--- config.mk ---
export PLATFORM = sky130hd
export DESIGN_NAME = capture_timebase
export DESIGN_NICKNAME = d
export VERILOG_FILES = /design/src/rtl/capture_timebase.sv
export SDC_FILE = /design/constraint.sdc
export NUM_CORES = 1
export LEC_CHECK = 0
export ABC_AREA = 0
export ABC_CLOCK_PERIOD_IN_PS = 4100
export BUFFER_PORTS_ARGS = -buffer_cell sky130_fd_sc_hd__buf_4
export CORE_UTILIZATION = 31
export CTS_CLUSTER_DIAMETER = 150
export DETAILED_ROUTE_END_ITERATION = 8
export HOLD_SLACK_MARGIN = 0.02
export SLEW_MARGIN = 20
export SYNTH_ARGS = -nofsm -noshare
export SYNTH_HDL_FRONTEND = slang
export SYNTH_SLANG_ARGS = --single-unit
--- constraint.sdc ---
create_clock -name clk -period 4.1 [get_ports clk]
set_clock_uncertainty 0.05 [all_clocks]
set_input_delay 1.23 -clock clk [delete_from_list [all_inputs] [get_ports clk]]
set_output_delay 1.23 -clock clk [all_outputs]
set_load 0.05 [all_outputs]
--- src/rtl/capture_timebase.sv ---
module capture_timebase #(
  parameter int CNT_W    = 16,
  parameter int DIV_SLOW = 12,
  parameter int DIV_FAST = 4
) (
  input  logic               clk,
  input  logic               rst,
  input  logic [1:0]         src_sel,
  input  logic               run_en,
  input  logic               idle,
  input  logic               idle_hold_en,
  input  logic               t0_wrap,
  input  logic               ext_cnt,
  input  logic               lo_we,
  input  logic [CNT_W/2-1:0] lo_wdata,
  input  logic               hi_we,
  input  logic [CNT_W/2-1:0] hi_wdata,
  input  logic               ovf_clr,
  output logic [CNT_W-1:0]   count,
  output logic               ovf,
  output logic               tick
);
  localparam int HALF_W = CNT_W / 2;
  localparam int SLOW_W = $clog2(DIV_SLOW);
  localparam int FAST_W = $clog2(DIV_FAST);

  logic [SLOW_W-1:0] slow_cnt;
  logic [FAST_W-1:0] fast_cnt;
  logic slow_hit, fast_hit;
  logic ext_s1, ext_s2, ext_prev, ext_fall;
  logic src_evt, any_wr;

  assign slow_hit = (slow_cnt == SLOW_W'(DIV_SLOW - 1));
  assign fast_hit = (fast_cnt == FAST_W'(DIV_FAST - 1));

  always_ff @(posedge clk) begin
    if (rst) begin
      slow_cnt <= '0;
      fast_cnt <= '0;
    end else begin
      slow_cnt <= slow_hit ? '0 : slow_cnt + SLOW_W'(1);
      fast_cnt <= fast_hit ? '0 : fast_cnt + FAST_W'(1);
    end
  end

  always_ff @(posedge clk) begin
    if (rst) begin
      ext_s1   <= 1'b1;
      ext_s2   <= 1'b1;
      ext_prev <= 1'b1;
    end else begin
      ext_s1 <= ext_cnt;
      ext_s2 <= ext_s1;
      if (slow_hit) ext_prev <= ext_s2;
    end
  end

  assign ext_fall = slow_hit & ext_prev & ~ext_s2;

  always_comb begin
    case (src_sel)
      2'd0:    src_evt = slow_hit;
      2'd1:    src_evt = fast_hit;
      2'd2:    src_evt = t0_wrap;
      default: src_evt = ext_fall;
    endcase
  end

  assign any_wr = lo_we | hi_we;
  assign tick   = run_en & ~(idle & idle_hold_en) & src_evt & ~any_wr;

  always_ff @(posedge clk) begin
    if (rst) begin
      count <= '0;
    end else if (any_wr) begin
      if (lo_we) count[HALF_W-1:0]     <= lo_wdata;
      if (hi_we) count[CNT_W-1:HALF_W] <= hi_wdata;
    end else if (tick) begin
      count <= count + CNT_W'(1);
    end
  end

  always_ff @(posedge clk) begin
    if (rst)                ovf <= 1'b0;
    else if (tick & &count) ovf <= 1'b1;
    else if (ovf_clr)       ovf <= 1'b0;
  end
endmodule

==> results.py <==
metrics = {
    "floorplanning": {
        "die_x_um": 73.34,
        "die_h_um": 73.34,
        "fp-row-count": 25,
        "core_um2": 4817,
        "die_area_um2": 5379,
        "ios": 46,
        "start_util_pct": 32.75,
    },
    "synthesis": {
        "yosysTopAreaCellShare_pct": 32.99,
        "synth_edf_count": 0,
        "yosys.area.top_type": "dfxtp_1",
        "ys.flop_type": "dfxtp_1",
        "netlist_area_um2": 1578,
        "syn-num-nets": 211,
        "async_flop_share_pct": 0,
        "yosysWarnings": 0,
        "synth_cell_types": 61,
        "yosysSeqAreaShare_pct": 32.99,
        "yosys_register_bits": 26,
        "synth_area_per_cell_um2": 8.765,
        "synthTopCellsByArea": "dfxtp_1 (33%), nor2_1 (4.0%), nand2_1 (3.8%)",
        "synth_cells": 180,
    },
    "sta": {
        "setup_viol": 0,
        "finalMaxSlewViolations": 0,
        "grt_setup_unrepaired": "false",
        "tightest_slew_ns": 0.4620,
        "relSlewSlack_pct": 69.16,
        "timing.fmax_mhz": 268.6,
        "min_period_ns": 3.723,
        "period_share_pct": 90.79,
        "tns_ns": 0,
        "finalHoldViolations": 0,
    },
    "clocking": {
        "cts_tree": "built",
        "htreeDepth": 1,
        "cts.repair.resized": 0,
        "cts.sinks": 26,
        "clock_path_buffers": 2,
        "cts_made_buffers": 3,
        "cts_setup_buffers": 0,
        "clock_latency_ns": 0.27,
        "clk_pin_slew_ns": 0.10,
        "clock-root-buffer": "clkbuf_8",
        "ctsHoldBuffers": 0,
    },
    "place": {
        "io_buffer_count": 45,
        "place_congestion": 0.8148,
        "hpwl_um": 3190,
    },
    "drt": {
        "ant_nets": 0,
        "wl_per_cell_um": 14.90,
        "drc": 0,
        "wl_um": 4290,
        "drt_iter0_drc": 112,
        "viasPerCell": 5.330,
        "firstDrtPassIters": 4,
        "num_vias": 1535,
    },
    "final_layout": {
        "area_growth_pct": 27.83,
        "antennaDiodeCount": 0,
        "nFillCells": 527,
        "layout.nets": 253,
        "drive_gt1_share_pct": 32.13,
        "final_core_utilization_pct": 41.87,
    },
    "global_route": {
        "grt-ovfl-total": 0,
        "use_met2_pct": 27.16,
        "met3_usage_pct": 2.606,
        "met1_usage_pct": 22.72,
        "gr-usage-all-layers_pct": 16.64,
        "grt_first_pass_wirelength_um": 6796,
        "grt_max_degree": 19,
        "top_usage_layer": "met2",
        "antenna_found_initial": 0,
        "grt_pass1_vias": 1399,
    },
    "pwr": {
        "power_frac_comb_pct": 21.3,
        "clockPowerShare_pct": 34.3,
        "power_density_nw_per_um2": 319.5,
        "swShare_pct": 29.37,
        "p_int_uw": 455.2,
        "p_leak_uw": 0.0008540,
        "seqPwrFrac_pct": 44.4,
        "p_sw_uw": 189.3,
        "ir_worst_vdd_v": 0.0001204,
    },
    "setup_path": {
        "crit_fanout": 11,
        "crit_type": "primary input to primary output",
        "critical_path_required_ns": 2.82,
        "critPathCaptureType": "primary output",
        "startpoint_type": "primary input",
        "arrival_ns": 2.44,
    },
    "status": {
        "status": "finished clean",
    },
    "flow_run": {
        "cap_viol_max_count": 0,
    },
    "hold_path": {
        "hp-class": "register to register",
    },
}
-- synthesized netlist by cell type, types with 3 or more instances --
cell type,n
a211oi_1,5
nand2_1,16
nand3_1,7
or2_2,4
o21ai_0,5
nand4_1,3
clkbuf_1,4
dfxtp_1,26
nor2_1,17
a32o_1,3
and3_1,6
inv_1,3
ha_1,3
nor3_1,7
buf_6,3
a21oi_1,7
xor2_1,3
-- metrics by stage --
stage	power [µW]	cells	hold WS (ns)	area (µm²)	setup WS, ns
global route	670.8	288	0.3959	2017	0.2976
global placement	428.7	284	0.3440	1946	0.4342
floorplan	379.0	180	0.3395	1578	0.6640
CTS	647.4	288	0.3734	2017	0.3830
finish	644.4	288	0.3728	2017	0.3775
detailed placement	429.1	284	0.3491	1946	0.3855
-- final cells by class --
type | count | area [µm²] | area share [%]
Sequential cell | 26 | 520.5 | 25.81
Inverter | 4 | 15.01 | 0.7444
Multi-Input combinational cell | 141 | 980.9 | 48.64
Tap cell | 67 | 83.83 | 4.156
Timing Repair Buffer | 46 | 345.3 | 17.12
Clock inverter | 1 | 30.03 | 1.489
Clock buffer | 3 | 41.29 | 2.047
-- power groups by stage --
stage / combinational (µW) / sequential [µW] / clock, µW
2_1_floorplan: 57.8 / 321 / 0
3_3_place_gp: 136 / 292 / 0
3_5_place_dp: 137 / 292 / 0
4_1_cts: 138 / 286 / 223
5_1_grt: 147 / 289 / 234
6_report: 137 / 286 / 221
-- cells by family (layout without fill, tap and decap cells) --
family	Yosys count	count (layout)	share of synthesized area, %
compound gates	53	53	28.15
xor+xnor	4	4	2.221
fa+ha+maj	3	3	2.379
mux	3	3	1.983
flops	26	26	32.99
simple gates	78	78	27.44
buf+inv	13	54	4.837
-- worst paths after layout --
| kind | from | to | slack [ns] | depth (start not counted) |
|---|---|---|---|---|
| max | src_sel[1] | tick | 0.38 | 6 |
| min | ext_s1 | ext_s2 | 0.37 | 1 |
| max reg2reg | count[0] | count[12] | 2.03 | 6 |
| min reg2reg | ext_s1 | ext_s2 | 0.37 | 1 |
-- sequential cells by signal, summed over array words and instances (netlist names) --
signal / cells
ext_prev: 1
ext_s2: 1
count: 16
ext_s1: 1
slow_cnt: 4
ovf: 1
fast_cnt: 2
-- cells in the final DEF (no fill, tap or decap), types with 3 or more instances in the layout --
cell type / instances
dfxtp_1: 26
buf_4: 46
a211oi_1: 5
inv_1: 3
nor3_1: 7
clkbuf_8: 3
nand4_1: 3
nor2_1: 17
a21oi_1: 7
nand2_1: 16
or2_2: 4
a32o_1: 3
xor2_1: 3
and3_1: 6
o21ai_0: 5
nand3_1: 7
ha_1: 3
-- routing by layer --
metal	vias up	part of all wire, %
li1	766	-
met5	-	0
met3	2	5.5
met1	709	48
met4	0	0.75
met2	58	45
-- worst max-delay path, stage by stage --
cell and delay (ns):
buf_4 0.12, nor2b_1 0.15, a211oi_4 0.36, o21ai_4 0.14, inv_2 0.19, buf_4 0.24
No activity file was read; power rests on OpenSTA's default activity.
